==> config.mk <==
export PLATFORM = sky130hd
export DESIGN_NAME = fault_trig_inj
export DESIGN_NICKNAME = d
export VERILOG_FILES = /design/src/rtl/fti_pkg.sv /design/src/rtl/fti_match.sv /design/src/rtl/fti_conflict.sv /design/src/rtl/fti_ctrl.sv /design/src/rtl/fault_trig_inj.sv
export SDC_FILE = /design/constraint.sdc
export NUM_CORES = 1
export LEC_CHECK = 0
export ABC_CLOCK_PERIOD_IN_PS = 3800
export BUFFER_PORTS_ARGS = -buffer_cell sky130_fd_sc_hd__buf_2
export CORE_UTILIZATION = 51
export CTS_CLUSTER_DIAMETER = 200
export DETAILED_ROUTE_END_ITERATION = 8
export PLACE_DENSITY_LB_ADDON = 0.05
export SLEW_MARGIN = 20
export SYNTH_ARGS = -nofsm -noshare
export SYNTH_HDL_FRONTEND = slang
export SYNTH_SLANG_ARGS = --single-unit
==> constraint.sdc <==
create_clock -name clk -period 3.8 [get_ports clk]
set_input_delay 0 -clock clk [delete_from_list [all_inputs] [get_ports clk]]
set_output_delay 0 -clock clk [all_outputs]
set_load 0.03 [all_outputs]
==> src/rtl/fti_pkg.sv <==
package fti_pkg;
    localparam int NCH      = 2;
    localparam int CH_FETCH = 0;
    localparam int CH_DATA  = 1;

    typedef enum logic [1:0] {
        ST_IDLE  = 2'd0,
        ST_ARMED = 2'd1,
        ST_PEND  = 2'd2
    } fti_state_e;
endpackage

==> src/rtl/fti_match.sv <==
module fti_match #(
    parameter int AW = 16
) (
    input  logic          en,
    input  logic          valid,
    input  logic [AW-1:0] addr,
    input  logic [AW-1:0] ref_addr,
    output logic          hit
);
    always_comb hit = en && valid && (addr == ref_addr);
endmodule

==> src/rtl/fti_conflict.sv <==
module fti_conflict #(
    parameter int AW = 16
) (
    input  logic          watch,
    input  logic          valid,
    input  logic          we,
    input  logic [AW-1:0] addr,
    input  logic [AW-1:0] tgt,
    output logic          clash
);
    always_comb clash = watch && valid && we && (addr == tgt);
endmodule

==> src/rtl/fti_ctrl.sv <==
module fti_ctrl
    import fti_pkg::*;
#(
    parameter int AW = 16,
    parameter int DW = 8
) (
    input  logic           clk,
    input  logic           rst_n,
    input  logic           cpu_rst,
    input  logic           cfg_arm,
    input  logic [NCH-1:0] cfg_kind,
    input  logic [AW-1:0]  cfg_trig_addr,
    input  logic [AW-1:0]  cfg_tgt_addr,
    input  logic [DW-1:0]  cfg_value,
    input  logic           cfg_keep,
    input  logic [NCH-1:0] ch_hit,
    input  logic           clash,
    input  logic           inj_gnt,
    output logic [NCH-1:0] kind_en,
    output logic [AW-1:0]  trig_addr,
    output logic [AW-1:0]  tgt_addr,
    output logic           pending,
    output logic           armed,
    output logic           wp_hit,
    output logic [DW-1:0]  wdata,
    output logic           done,
    output logic           incon
);
    typedef struct packed {
        fti_state_e     st;
        logic [NCH-1:0] kind;
        logic [AW-1:0]  trig;
        logic [AW-1:0]  tgt;
        logic [DW-1:0]  val;
        logic           keep;
        logic           hit;
        logic           done;
        logic           incon;
    } regs_t;

    regs_t r_q, r_d;

    always_comb begin
        r_d      = r_q;
        r_d.hit  = 1'b0;
        r_d.done = 1'b0;
        if (cfg_arm) begin
            r_d.st    = ST_ARMED;
            r_d.kind  = cfg_kind;
            r_d.trig  = cfg_trig_addr;
            r_d.tgt   = cfg_tgt_addr;
            r_d.val   = cfg_value;
            r_d.keep  = cfg_keep;
            r_d.incon = 1'b0;
        end else begin
            unique case (r_q.st)
                ST_ARMED: begin
                    if (cpu_rst && !r_q.keep) begin
                        r_d.st = ST_IDLE;
                    end else if (|ch_hit) begin
                        r_d.st  = ST_PEND;
                        r_d.hit = 1'b1;
                    end
                end
                ST_PEND: begin
                    if (clash) r_d.incon = 1'b1;
                    if (inj_gnt) begin
                        r_d.st   = ST_IDLE;
                        r_d.done = 1'b1;
                    end else if (cpu_rst && !r_q.keep) begin
                        r_d.st = ST_IDLE;
                    end
                end
                default: r_d.st = ST_IDLE;
            endcase
        end
    end

    always_ff @(posedge clk or negedge rst_n) begin
        if (!rst_n) begin
            r_q <= '{st: ST_IDLE, default: '0};
        end else begin
            r_q <= r_d;
        end
    end

    assign kind_en   = r_q.kind;
    assign trig_addr = r_q.trig;
    assign tgt_addr  = r_q.tgt;
    assign pending   = (r_q.st == ST_PEND);
    assign armed     = (r_q.st == ST_ARMED);
    assign wp_hit    = r_q.hit;
    assign wdata     = r_q.val;
    assign done      = r_q.done;
    assign incon     = r_q.incon;
endmodule

==> src/rtl/fault_trig_inj.sv <==
module fault_trig_inj
    import fti_pkg::*;
#(
    parameter int AW = 16,
    parameter int DW = 8
) (
    input  logic           clk,
    input  logic           rst_n,
    input  logic           cpu_rst,
    input  logic           cfg_arm,
    input  logic [NCH-1:0] cfg_kind,
    input  logic [AW-1:0]  cfg_trig_addr,
    input  logic [AW-1:0]  cfg_tgt_addr,
    input  logic [DW-1:0]  cfg_value,
    input  logic           cfg_keep,
    input  logic           fetch_valid,
    input  logic [AW-1:0]  fetch_addr,
    input  logic           data_valid,
    input  logic           data_we,
    input  logic [AW-1:0]  data_addr,
    input  logic           inj_gnt,
    output logic           armed,
    output logic           wp_hit,
    output logic           inj_req,
    output logic [AW-1:0]  inj_addr,
    output logic [DW-1:0]  inj_wdata,
    output logic           inj_done,
    output logic           inconclusive
);
    logic [NCH-1:0]         acc_valid;
    logic [NCH-1:0][AW-1:0] acc_addr;
    logic [NCH-1:0]         ch_hit;
    logic [NCH-1:0]         kind_en;
    logic [AW-1:0]          trig_addr;
    logic                   clash;

    always_comb begin
        acc_valid           = '0;
        acc_addr            = '0;
        acc_valid[CH_FETCH] = fetch_valid;
        acc_addr[CH_FETCH]  = fetch_addr;
        acc_valid[CH_DATA]  = data_valid;
        acc_addr[CH_DATA]   = data_addr;
    end

    for (genvar ch = 0; ch < NCH; ch++) begin : g_watch
        fti_match #(.AW(AW)) match_i (
            .en       (kind_en[ch]),
            .valid    (acc_valid[ch]),
            .addr     (acc_addr[ch]),
            .ref_addr (trig_addr),
            .hit      (ch_hit[ch])
        );
    end

    fti_conflict #(.AW(AW)) conflict_i (
        .watch (inj_req),
        .valid (data_valid),
        .we    (data_we),
        .addr  (data_addr),
        .tgt   (inj_addr),
        .clash (clash)
    );

    fti_ctrl #(.AW(AW), .DW(DW)) ctrl_i (
        .clk           (clk),
        .rst_n         (rst_n),
        .cpu_rst       (cpu_rst),
        .cfg_arm       (cfg_arm),
        .cfg_kind      (cfg_kind),
        .cfg_trig_addr (cfg_trig_addr),
        .cfg_tgt_addr  (cfg_tgt_addr),
        .cfg_value     (cfg_value),
        .cfg_keep      (cfg_keep),
        .ch_hit        (ch_hit),
        .clash         (clash),
        .inj_gnt       (inj_gnt),
        .kind_en       (kind_en),
        .trig_addr     (trig_addr),
        .tgt_addr      (inj_addr),
        .pending       (inj_req),
        .armed         (armed),
        .wp_hit        (wp_hit),
        .wdata         (inj_wdata),
        .done          (inj_done),
        .incon         (inconclusive)
    );
endmodule

After elaboration in Yosys (flattened, before gate mapping)
Cells that the tools add are included.
{ "word_totals": {"register_bits": 48, "wordCells": 44} }
{ "op_classes": {"n_eq_ne": 7, "n_mux": 14, "reduce_logical": 14} }
{ "ops": {"columns": ["cell", "n"], "rows": [
  ["== test 16 bit", 3],
  ["2-to-1 mux 2 bit", 7],
  ["logical AND 1 bit", 8],
  ["2-to-1 mux 1 bit", 6],
  ["inequality test 4 x 2 -> 1 bit, second input constant", 1],
  ["inequality test 4 x 3 -> 1 bit, second input constant", 1],
  ["case mux 2 bit (2 select lines)", 1],
  ["AND reduction 2 bit", 2],
  ["nonzero test 2 bit", 2],
  ["== test 2 x 1 -> 1 bit, second input constant", 1],
  ["== test 2 bit, second input constant", 1],
  ["OR reduction 2 bit", 1],
  ["logical NOT 1 bit", 1]
]} }

Longest topological paths before layout
Gate-level depths: netlist of the first run.
{ "depth": {"word_depth": 7, "mapped_depth": 5, "mapped_depth_nobuf": 5} }

Hierarchy
Synthesis of the first run repeated with hierarchy kept, for this count alone.
{ "unflattened": {"hier_cells": 217, "hier_area_um2": 2731.4} }
{ "modules_own_cells": {"columns": ["mod", "instances", "cells_per_inst", "area_per_inst_um2", "seq_area_each_um2"], "rows": [
  ["fti_ctrl", 1, 151, 2178.3, 1201.2],
  ["fti_match", 2, 22, 183.9, 0.0],
  ["fti_conflict", 1, 22, 185.2, 0.0]
]} }

Worst setup path after synthesis of the first run
OpenSTA, ideal clock, no wires.
{ "synth_timing": {"path_type": "register -> register", "from": "reg ctrl_i.r_q (netlist bit ctrl_i.trig_addr[9])", "to": "reg ctrl_i.r_q[46] (netlist name)", "setup_time_ns": 0.118, "t_arrival_ns": 1.503, "required_ns": 3.682, "slack_ns": 2.179, "stages_incl_launch_ff": 6, "n_path_buf": 0, "cell_sequence": "dfrtp_1 xnor2_1 nand4_1 or4_1 o32a_1 a21o_1"} }
{ "synth_via": {"elab_chain_len": 5, "elab_cells_between_ends": 7} }
{ "synth_rtl": {"columns": ["element", "line", "rtl"], "rows": [
  ["start: declaration", "fti_ctrl.sv:41", "regs_t r_q, r_d;"],
  ["start signal: assignment", "fti_ctrl.sv:83", "r_q <= r_d;"],
  ["== test 16 bit", "fti_match.sv:10", "always_comb hit = en && valid && (addr == ref_addr);"],
  ["logical AND 1 bit", "fti_match.sv:10", null],
  ["OR reduction 2 bit (*)", "fti_ctrl.sv:60", "end else if (|ch_hit) begin"],
  ["inequality test 4 x 2 -> 1 bit (no line) (*)", null, null],
  ["AND reduction 2 bit (no line) (*)", null, null]
]} }
Every way passes the cells marked *; elsewhere a longest branch is shown, timed or not.
A chain may end at the register's enable or synchronous reset.

Final worst setup path of the first run
{ "layout_timing": {"from": "reg ctrl_i.r_q (netlist bit ctrl_i.trig_addr[1])", "to": "reg ctrl_i.r_q[46] (netlist name)"} }
Same word-level chain as after synthesis.

==> results of run 1 <==
area by class of cell:
type	count	area (µm²)	area share [%]
Sequential cell	48	1201	34.52
Multi-Input combinational cell	121	1092	31.39
Timing Repair Buffer	156	1008	28.98
Clock buffer	8	90.09	2.589
Tap cell	67	83.83	2.409
Inverter	1	3.754	0.1079
cells in the final DEF, fill, tap and decap left out, types with 2 or more instances in the layout:
cell type,Yosys,layout
sky130_fd_sc_hd__xnor2_1,36,36
sky130_fd_sc_hd__clkbuf_1,1,2
sky130_fd_sc_hd__clkbuf_8,0,6
sky130_fd_sc_hd__buf_2,4,110
sky130_fd_sc_hd__dlygate4sd3_1,0,45
sky130_fd_sc_hd__nor2_1,3,3
sky130_fd_sc_hd__xor2_1,12,12
sky130_fd_sc_hd__mux2_1,6,6
sky130_fd_sc_hd__mux2_2,37,37
sky130_fd_sc_hd__dfrtp_1,48,48
sky130_fd_sc_hd__nand4_1,8,8
sky130_fd_sc_hd__nand3_1,3,3
sky130_fd_sc_hd__nor4_1,4,4
sky130_fd_sc_hd__nor2b_1,2,2
logic make-up after synthesis:
logic type / after synthesis
AOI/OAI and AO/OA: 4
muxes: 43
xor gates and xnor gates: 48
DFF: 48
and+or+nand+nor: 26
buffers and inverters: 30
worst max-delay path by stage:
stage	start	end	slack [ns]	cells after the start
after global routing	ctrl_i.trig_addr[1]	ctrl_i.r_q[46]	1.94	5
after global placement	ctrl_i.trig_addr[11]	ctrl_i.r_q[46]	2.08	5
after detailed placement	ctrl_i.trig_addr[1]	ctrl_i.r_q[46]	2.05	5
after CTS	ctrl_i.trig_addr[1]	ctrl_i.r_q[46]	2.03	5
after floorplan	ctrl_i.trig_addr[9]	ctrl_i.r_q[46]	2.18	5
final	ctrl_i.trig_addr[1]	ctrl_i.r_q[46]	2.03	5
layer usage:
| layer | track usage (%) | vias up | part of all wire, % |
|---|---|---|---|
| met5 | 0 | - | 0 |
| li1 | - | 922 | - |
| met4 | 10.24 | 0 | 3.1 |
| met3 | 5.139 | 17 | 4.6 |
| met1 | 27.40 | 895 | 42 |
| met2 | 42.87 | 77 | 50 |
sequential cells by signal, indices dropped and copies added (netlist names):
signal / cells
ctrl_i.trig_addr: 16
ctrl_i.tgt_addr: 16
ctrl_i.wp_hit: 1
ctrl_i.incon: 1
ctrl_i.wdata: 8
ctrl_i.kind_en: 2
ctrl_i.r_q: 3
ctrl_i.done: 1
critical path: cells and delay by family, from the launching register on:
kind,cells,cell delay (ns)
AO/OA/AOI/OAI,2,0.40
flip-flops,1,0.42
AND/OR/NAND/NOR,2,0.65
XOR/XNOR,1,0.18
power groups by stage:
stage	clock network, mW	registers (mW)	logic (mW)
3_3_place_gp	0	0.606	0.282
2_1_floorplan	0	0.600	0.217
6_report	0.304	0.598	0.317
5_1_grt	0.335	0.605	0.343
4_1_cts	0.315	0.599	0.318
3_5_place_dp	0	0.609	0.282
stage by stage:
stage	area (µm²)	setup slack (ns)	util, %	hold WS [ns]	instances
2_1_floorplan	2501	2.179	-	-0.2956	199
3_3_place_gp	2937	2.080	62.17	0.2162	348
3_5_place_dp	2937	2.052	62.17	0.2235	348
4_1_cts	3477	2.027	73.62	0.1472	401
5_1_grt	3480	1.940	73.67	0.1850	401
6_report	3480	2.029	73.67	0.1543	401
timing repair:
action | 4_1_cts | 5_1_grt
hold endpoints to repair | 93 | 0
gates resized for setup | 0 | 0
hold buffers | 45 | 0
==> flow_summary_export.csv, run 1 <==
group,metric,value,unit
die,initial_core_utilization,52.95,%
logic_synthesis,post_synth.cell_area_avg,12.57,µm²
run,reported_max_cap_violation_count,0,
logic_synthesis,synth_nets,282,
global_routing,grt_antenna_before_repair,0,
timing,slew-limit-headroom,29.59,%
logic_synthesis,synthArstFlopShare,100.0,%
global_routing,first_global_vias,2028,
timing,tightest_slew,1.056,ns
layout,nets,416,
logic_synthesis,combinational_family_with_the_most_area_after_synthesis,"multiplexers",
global_routing,overflow,0,
detailed_routing,wl,5827,µm
die,area_of_the_die,0.005188,mm²
logic_synthesis,synth_area_leaders,"sky130_fd_sc_hd__dfrtp_1, sky130_fd_sc_hd__mux2_2, sky130_fd_sc_hd__xnor2_1",
min_path,hold_path.class,"input port to flop",
power,share_clk_of_total_power,24.9,%
timing,grt_setup_unrepaired,"no",
setup_path,worstSetupEndpointType,"flop",
cts,cts-buffers-inserted,5,
logic_synthesis,synth_xor_area_share,16.81,%
cts,clockRootBuffer,"sky130_fd_sc_hd__clkbuf_8",
power,cell_internal_pwr,871.7,µW
cts,cts_setup_buffers,0,
die,core.rowCount,25,
logic_synthesis,synth_compound_area_share,1.251,%
setup_path,worst_path_largest_cell_delay,0.54,ns
power,swShare,28.52,%
setup_path,critical_path.cell_chain,"xnor2_1, nand4_1, or4_1, o32a_1, a21o_1",
logic_synthesis,syn-cell-area,0.002501,mm²
power,comb_power_share,26.0,%
die,io-pin-count,112,
setup_path,regToRegEndpoint,"ctrl_i.r_q[46]",
layout,layout_area_growth_over_synthesis,39.12,%
global_routing,grt_util_all_layers,23.84,%
layout,diodes,0,
setup_path,reg2reg_setup_slack,2.03,ns
timing,finalMaxSlewViolations,0,
detailed_routing,route.detailed.drc,0,
setup_path,reg2reg_from,"ctrl_i.trig_addr[1]",
logic_synthesis,synthCells,199,
setup_path,worst-path-max-fanout,3,
cts,clock_pin_slew_on_the_worst_setup_and_hold_paths,0.08,ns
die,core_region_area,0.004723,mm²
power,vdd.ir_drop.worst,0.2155,mV
cts,clock_sink_count,48,
min_path,worstHoldStart,"data_addr[7]",
timing,timing.setup.tns,0,ns
place,gp_congestion,0.8463,
logic_synthesis,yosys.cell_types.count,24,
logic_synthesis,synth_flop_cell,"sky130_fd_sc_hd__dfrtp_1",
detailed_routing,detail_route.vias_per_cell,4.766,
logic_synthesis,post_synth_and_or_nand_nor_area_fraction,6.253,%
setup_path,critPathLaunchType,"flop",
logic_synthesis,ys_warn_count,0,
detailed_routing,count_of_routing_violations_after_the_opening_detailed_route_iteration,96,
timing,final_period_minus_worst_setup_slack,1.771,ns
cts,tritoncts,"built",
layout,final_layout_size_suffix_gt1_share,46.11,%
logic_synthesis,synth_largest_type_area_fraction,48.02,%
cts,clkLatencyLatePin,0.29,ns
setup_path,classification_of_the_worst_setup_path,"flop to flop",
die,dieHeight,72.03,µm
die,floorplan.die.width,72.03,µm
cts,ctsHtreeMaxLevel,2,
detailed_routing,antenna_violating_nets_post_route,0,
detailed_routing,detailroute.via_count,1911,
detailed_routing,drt-pass1-iter-count,4,
setup_path,cp_data_required_time,3.98,ns
logic_synthesis,synth-edff-count,0,
timing,layout_worst_path_cycle_share,46.60,%
place,io_buffers,111,
power,sum_of_internal_switching_and_leakage_power,1.219,mW
setup_path,reg2regPathDepth,5,
global_routing,grt_start_max_net_pins,49,
layout,filler_cell_count,359,
timing,finalHoldViolations,0,
place,dpl.hpwl,4005,µm
logic_synthesis,synth_top_cells_by_count,"sky130_fd_sc_hd__dfrtp_1, sky130_fd_sc_hd__mux2_2, sky130_fd_sc_hd__xnor2_1",
timing,setup_viol,0,
logic_synthesis,yosysTopAreaCell,"sky130_fd_sc_hd__dfrtp_1",
logic_synthesis,yosysMostFrequentCell,"sky130_fd_sc_hd__dfrtp_1",
min_path,worstHoldEndpoint,"ctrl_i.incon",
power,power.share.sequential,49.1,%
setup_path,cp_data_arrival_time,1.95,ns
cts,clock_tree.buffer_depth,2,
power,powerDensity,350.5,mW/mm²
run_status,run_status,"finished clean",
logic_synthesis,seq_area_frac_synth,48.02,%
logic_synthesis,synth_mux_area_share,19.36,%
power,p_leak,1.583,nW
timing,timing.fmax,564.8,MHz
logic_synthesis,post_synth_fa_ha_maj_area_fraction,0,%
logic_synthesis,synth_seq_cells,48,
detailed_routing,routed_wire_length_per_instance,14.53,µm
min_path,timing.hold.worst_path_depth,4,
timing,fin_worst_skew,0.006829,ns
setup_path,cpMaxStageDelayCell,"sky130_fd_sc_hd__or4_1",
power,p_switching,347.8,µW
global_routing,grt_first_pass_wirelength,9142,µm
Power figures use the tool's default switching activity.
==> run 2, diff against run 1 <==
--- a/config.mk
+++ b/config.mk
@@ -5,9 +5,9 @@
 export SDC_FILE = /design/constraint.sdc
 export NUM_CORES = 1
 export LEC_CHECK = 0
-export ABC_CLOCK_PERIOD_IN_PS = 3800
+export ABC_CLOCK_PERIOD_IN_PS = 1500
 export BUFFER_PORTS_ARGS = -buffer_cell sky130_fd_sc_hd__buf_2
-export CORE_UTILIZATION = 51
+export CORE_UTILIZATION = 43
 export CTS_CLUSTER_DIAMETER = 200
 export DETAILED_ROUTE_END_ITERATION = 8
 export PLACE_DENSITY_LB_ADDON = 0.05
==> constraint.sdc (replaced) <==
create_clock -name clk -period 1.5 [get_ports clk]
set_input_delay 0 -clock clk [delete_from_list [all_inputs] [get_ports clk]]
set_output_delay 0 -clock clk [all_outputs]
set_load 0.03 [all_outputs]
==> run 2 against run 1 <==
The flow now finishes with violations (setup timing); register-to-register slack lost 2.3 ns; setup slack lost 2.3 ns; die area grew 18%; global-route usage shrank 1.6 points; sequential share of layout area shrank 1.8 points; final cell count grew 4.7%; via count grew 1.4%; sequential power grew to 2.5 times the previous value; total power grew to 2.7 times the previous value; critical path type unchanged.
==> flow_summary_export.csv, run 2 (synthesized netlist as in run 1, its figures left out) <==
group,metric,value,unit
run_status,run_status,"finished, violations left",
run_status,violations,"setup timing",
place,io_buffers,111,
cts,clkLatencyLatePin,0.30,ns
die,dieHeight,78.27,µm
timing,layout_worst_path_cycle_share,115.9,%
timing,setup_viol,3,
timing,finalMaxSlewViolations,0,
power,p_leak,1.683,nW
cts,clock_pin_slew_on_the_worst_setup_and_hold_paths,0.08,ns
timing,timing.fmax,575.4,MHz
setup_path,critical_path_cell_count,5,
setup_path,worst-path-max-fanout,3,
cts,clockRootBuffer,"sky130_fd_sc_hd__clkbuf_8",
min_path,hold_path.class,"input port to flop",
layout,layout_area_growth_over_synthesis,46.67,%
layout,post-route-util,66.22,%
cts,ctsHtreeMaxLevel,2,
setup_path,reg2reg_setup_slack,-0.24,ns
detailed_routing,routed_wire_length_per_instance,14.93,µm
global_routing,grt.met3_usage,3.488,%
setup_path,cp_data_required_time,1.69,ns
layout,nets,432,
layout,filler_cell_count,448,
global_routing,grt_start_max_net_pins,20,
global_routing,first_global_vias,2074,
setup_path,critPathLaunchType,"flop",
setup_path,reg2regPathDepth,5,
min_path,timing.hold.worst_path_depth,2,
die,io-pin-count,112,
die,core_region_area,0.005540,mm²
die,area_of_the_die,0.006125,mm²
global_routing,grt_first_pass_wirelength,10170,µm
detailed_routing,route.detailed.drc,0,
setup_path,classification_of_the_worst_setup_path,"flop to flop",
setup_path,worstSetupEndpointType,"flop",
layout,layout_commonest_cell,"sky130_fd_sc_hd__buf_2",
timing,grt_setup_unrepaired,"yes",
timing,fin_worst_skew,0.007856,ns
layout,layout.area.seq,0.001201,mm²
timing,final_period_minus_worst_setup_slack,1.738,ns
setup_path,path_buf_inv,0,
setup_path,cpMaxStageDelayCell,"sky130_fd_sc_hd__or4_4",
timing,slew-limit-headroom,70.77,%
cts,cts-buffers-inserted,5,
layout,layout.cells.most_common_list,"sky130_fd_sc_hd__buf_2, sky130_fd_sc_hd__dfrtp_1, sky130_fd_sc_hd__dlygate4sd3_1",
timing,tightest_slew,0.4385,ns
die,initial_core_utilization,45.14,%
setup_path,worst_path_largest_cell_delay,0.54,ns
global_routing,grt_antenna_before_repair,0,
cts,clock_sink_count,48,
global_routing,grt_util_all_layers,22.27,%
power,powerDensity,896.4,mW/mm²
setup_path,critical_path.top_delay_family,"simple AND/OR/NAND/NOR gates",
global_routing,busiest_layer,"met2",
global_routing,gr-usage-met2,38.77,%
detailed_routing,detail_route.vias_per_cell,4.614,
layout,diodes,0,
setup_path,cp_data_arrival_time,1.93,ns
layout,multi_input_comb_area,0.001120,mm²
detailed_routing,drt-pass1-iter-count,4,
global_routing,grtUsageMet1,28.77,%
place,gp_congestion,0.7656,
die,floorplan.die.width,78.27,µm
timing,final.setup.worst_slack,-0.2380,ns
place,dpl.hpwl,4566,µm
die,core.rowCount,27,
global_routing,overflow,0,
power,vdd.ir_drop.worst,0.4659,mV
detailed_routing,detailroute.via_count,1938,
timing,worst_hold_margin,0.1419,ns
setup_path,critical_path.cell_chain,"xnor2_1, nand4_1, or4_4, o32a_1, a21o_1",
cts,tritoncts,"built",
timing,finalHoldViolations,0,
detailed_routing,wl,6269,µm
cts,clock_tree.buffer_depth,2,
run,reported_max_cap_violation_count,0,
detailed_routing,count_of_routing_violations_after_the_opening_detailed_route_iteration,56,
detailed_routing,antenna_violating_nets_post_route,0,
layout,final_layout_size_suffix_gt1_share,50.29,%
-- run 2: worst register-to-register path: stages, from the launching register on --
cell                      delay, ns
sky130_fd_sc_hd__dfrtp_1       0.42
sky130_fd_sc_hd__xnor2_1       0.18
sky130_fd_sc_hd__nand4_1       0.10
sky130_fd_sc_hd__or4_4         0.54
sky130_fd_sc_hd__o32a_1        0.23
sky130_fd_sc_hd__a21o_1        0.16
-- run 2: worst paths after layout --
| path | to | start |
|---|---|---|
| max in group asynchronous | ctrl_i.wdata[2] | rst_n |
| max | ctrl_i.r_q[46] | ctrl_i.trig_addr[7] |
| min reg2reg | ctrl_i.wdata[5] | ctrl_i.wdata[5] |
| min in group asynchronous | ctrl_i.trig_addr[12] | rst_n |
| max reg2reg | ctrl_i.r_q[46] | ctrl_i.trig_addr[7] |
| min | ctrl_i.incon | cfg_arm |
-- run 2: metal layers --
metal	wire, µm	share of wire, %
met1	2765	44
met2	3180	51
met3	270	4.3
met4	53	0.85
met5	0	0
-- run 2: layout make-up --
class	instances	share of cell area (%)
tap	72	2.456
inverter	1	0.1023
timing repair buffer	172	31.48
sequential	48	32.74
multi-input combinational	121	30.53
clock inverter	1	0.8186
clock buffer	5	1.876
-- run 2: stage by stage --
step	cell area (µm²)	TNS, ns	worst slack (ns)	cells	power [mW]
after global placement	3075	-0.3686	-0.1849	367	2.313
after CTS	3632	-0.5415	-0.2296	419	3.303
after detailed placement	3075	-0.4702	-0.2092	367	2.320
after floorplan	2504	-0.06668	-0.06668	199	2.068
after global routing	3669	-0.7607	-0.2933	420	3.448
final	3669	-0.5582	-0.2380	420	3.289
-- run 2: where the power goes --
| group | switching, mW | internal [mW] |
|---|---|---|
| Combinational | 0.416 | 0.475 |
| Clock | 0.409 | 0.479 |
| Sequential | 0.0975 | 1.41 |
| Total | 0.923 | 2.37 |
-- run 2: what timing repair did --
| item | CTS | global route |
|---|---|---|
| hold endpoints to repair | 62 | 0 |
| setup buffers | 1 | 1 |
| hold buffers | 45 | 0 |
| setup endpoints to repair | 3 | 4 |
| pin swaps | 9 | 6 |
| gates resized for setup | 0 | 5 |
==> run 3, diff against run 2 <==
--- a/config.mk
+++ b/config.mk
@@ -11,6 +11,7 @@
 export CTS_CLUSTER_DIAMETER = 200
 export DETAILED_ROUTE_END_ITERATION = 8
 export PLACE_DENSITY_LB_ADDON = 0.05
+export SKIP_CTS_REPAIR_TIMING = 1
 export SLEW_MARGIN = 20
 export SYNTH_ARGS = -nofsm -noshare
 export SYNTH_HDL_FRONTEND = slang
==> run 3 against run 2 <==
The flow still finishes with violations (setup timing); design area fell by 0.51%; via count is 0.21% higher; maximum frequency is 0.16% lower; routed wire length is 2.5% lower; register-to-register slack barely moved; hold slack improved by 0.0053 ns; sequential power barely moved; non-clock buffer count shrank 1; final cell count fell by 0.24%; critical path type unchanged; critical endpoint unchanged.
==> flow_summary_export.csv, run 3 (synthesized netlist as in run 1, its figures left out) <==
group,metric,value,unit
cts,clock_tree.buffer_depth,2,
cts,ctsHtreeMaxLevel,2,
detailed_routing,detail_route.vias_per_cell,4.635,
run,reported_max_cap_violation_count,0,
die,initial_core_utilization,45.14,%
detailed_routing,wl,6115,µm
global_routing,grt_first_pass_wirelength,9197,µm
global_routing,grt.met3_usage,3.837,%
layout,diodes,0,
setup_path,capture_point_of_the_critical_path,"ctrl_i.r_q[46]",
layout,filler_cell_count,460,
timing,layout_worst_path_cycle_share,116.1,%
timing,slew-limit-headroom,70.77,%
place,dpl.hpwl,4566,µm
setup_path,reg2reg_setup_slack,-0.24,ns
layout,layout.cells.most_common_list,"sky130_fd_sc_hd__buf_2, sky130_fd_sc_hd__dfrtp_1, sky130_fd_sc_hd__dlygate4sd3_1",
die,dieHeight,78.27,µm
global_routing,grt_start_max_net_pins,20,
cts,tritoncts,"built",
setup_path,classification_of_the_worst_setup_path,"flop to flop",
detailed_routing,drt-pass1-iter-count,4,
setup_path,regToRegEndpoint,"ctrl_i.r_q[46]",
layout,final_layout_size_suffix_gt1_share,49.86,%
place,io_buffers,111,
layout,layout_area_growth_over_synthesis,45.92,%
layout,nets,431,
die,core_region_area,0.005540,mm²
layout,multi_input_comb_area,0.001112,mm²
detailed_routing,count_of_routing_violations_after_the_opening_detailed_route_iteration,43,
setup_path,reg2reg_from,"ctrl_i.trig_addr[7]",
place,dpl_cell_area,0.003075,mm²
die,floorplan.die.width,78.27,µm
global_routing,grt_util_all_layers,20.11,%
cts,clock_sink_count,48,
timing,timing.setup.tns,-0.5845,ns
timing,finalMaxSlewViolations,0,
cts,clock_pin_slew_on_the_worst_setup_and_hold_paths,0.08,ns
timing,setup_viol,3,
timing,tightest_slew,0.4384,ns
die,area_of_the_die,0.006125,mm²
layout,layout.area.seq,0.001201,mm²
setup_path,cp_data_arrival_time,1.93,ns
setup_path,worst-path-max-fanout,3,
setup_path,critPathLaunchType,"flop",
detailed_routing,routed_wire_length_per_instance,14.59,µm
setup_path,worstSetupEndpointType,"flop",
global_routing,grt_antenna_before_repair,0,
global_routing,first_global_vias,1840,
layout,layout.cell_area.non_filler,0.003650,mm²
power,p_leak,1.675,nW
min_path,hold_path.class,"input port to flop",
detailed_routing,route.detailed.drc,0,
timing,grt_setup_unrepaired,"yes",
global_routing,busiest_layer,"met2",
timing,timing.fmax,574.5,MHz
run_status,violations,"setup timing",
global_routing,grtUsageMet1,27.33,%
setup_path,reg2regPathDepth,5,
die,io-pin-count,112,
run_status,run_status,"finished, violations left",
layout,layout_commonest_cell,"sky130_fd_sc_hd__buf_2",
setup_path,cp_data_required_time,1.69,ns
power,vdd.ir_drop.worst,0.4637,mV
global_routing,overflow,0,
die,core.rowCount,27,
cts,clkLatencyLatePin,0.29,ns
timing,fin_worst_skew,0.006005,ns
detailed_routing,detailroute.via_count,1942,
timing,final.setup.worst_slack,-0.2408,ns
detailed_routing,antenna_violating_nets_post_route,0,
cts,clockRootBuffer,"sky130_fd_sc_hd__clkbuf_8",
global_routing,gr-usage-met2,33.07,%
power,powerDensity,896.3,mW/mm²
setup_path,critPathLaunch,"ctrl_i.trig_addr[7]",
timing,finalHoldViolations,0,
layout,post-route-util,65.88,%
place,gp_congestion,0.7656,
cts,cts-buffers-inserted,5,
timing,final_period_minus_worst_setup_slack,1.741,ns
run 3: changes by cell type in the layout (fill, tap and decap cells not counted), sizes merged:
cell,previous run,this run
buf,127,126
run 3: routing by layer:
metal  share of wire [%]  routed length, µm
met1                  45               2745
met2                  50               3035
met3                 4.7                287
met4                0.77                 47
met5                   0                  0
run 3: cell type report:
type	count	share of cell area, %
well taps	72	2.468
inverters	1	0.1028
clock buffers	5	1.885
repair buffers	171	31.33
flip-flops and latches	48	32.91
clock inverters	1	0.8228
multi-input cells	121	30.48
run 3: worst min-delay path by stage:
stage,slack [ns],startpoint,to,cells after the start
2_1_floorplan,-0.30,rst_n,ctrl_i.done,0
3_3_place_gp,-0.03,rst_n,ctrl_i.tgt_addr[0],1
3_5_place_dp,-0.03,rst_n,ctrl_i.tgt_addr[0],1
4_1_cts,-0.36,rst_n,ctrl_i.trig_addr[12],1
5_1_grt,0.18,cpu_rst,ctrl_i.r_q[46],4
6_report,0.15,cfg_arm,ctrl_i.incon,2
run 3: metrics by stage:
stage               setup WS (ns)  total power, mW  hold WS, ns  instances
CTS                       -0.2433            3.210      -0.3628        373
global route              -0.2928            3.434       0.1805        419
finish                    -0.2408            3.271       0.1472        419
global placement          -0.1849            2.313     -0.02995        367
detailed placement        -0.2092            2.320     -0.03345        367
floorplan                -0.06668            2.068      -0.2956        199
run 3: report_power, final:
part           total (mW)  internal, mW  switching, mW  leakage (nW)
Sequential           1.51          1.41         0.0972         0.569
Combinational       0.879         0.469          0.410          1.06
Clock               0.883         0.479          0.404        0.0501
Total                3.27          2.36          0.912          1.68
run 3: critical path, stage by stage, from the launching register on:
cell                      delay, ns
sky130_fd_sc_hd__dfrtp_1       0.42
sky130_fd_sc_hd__xnor2_1       0.18
sky130_fd_sc_hd__nand4_1       0.10
sky130_fd_sc_hd__or4_4         0.54
sky130_fd_sc_hd__o32a_1        0.23
sky130_fd_sc_hd__a21o_1        0.16
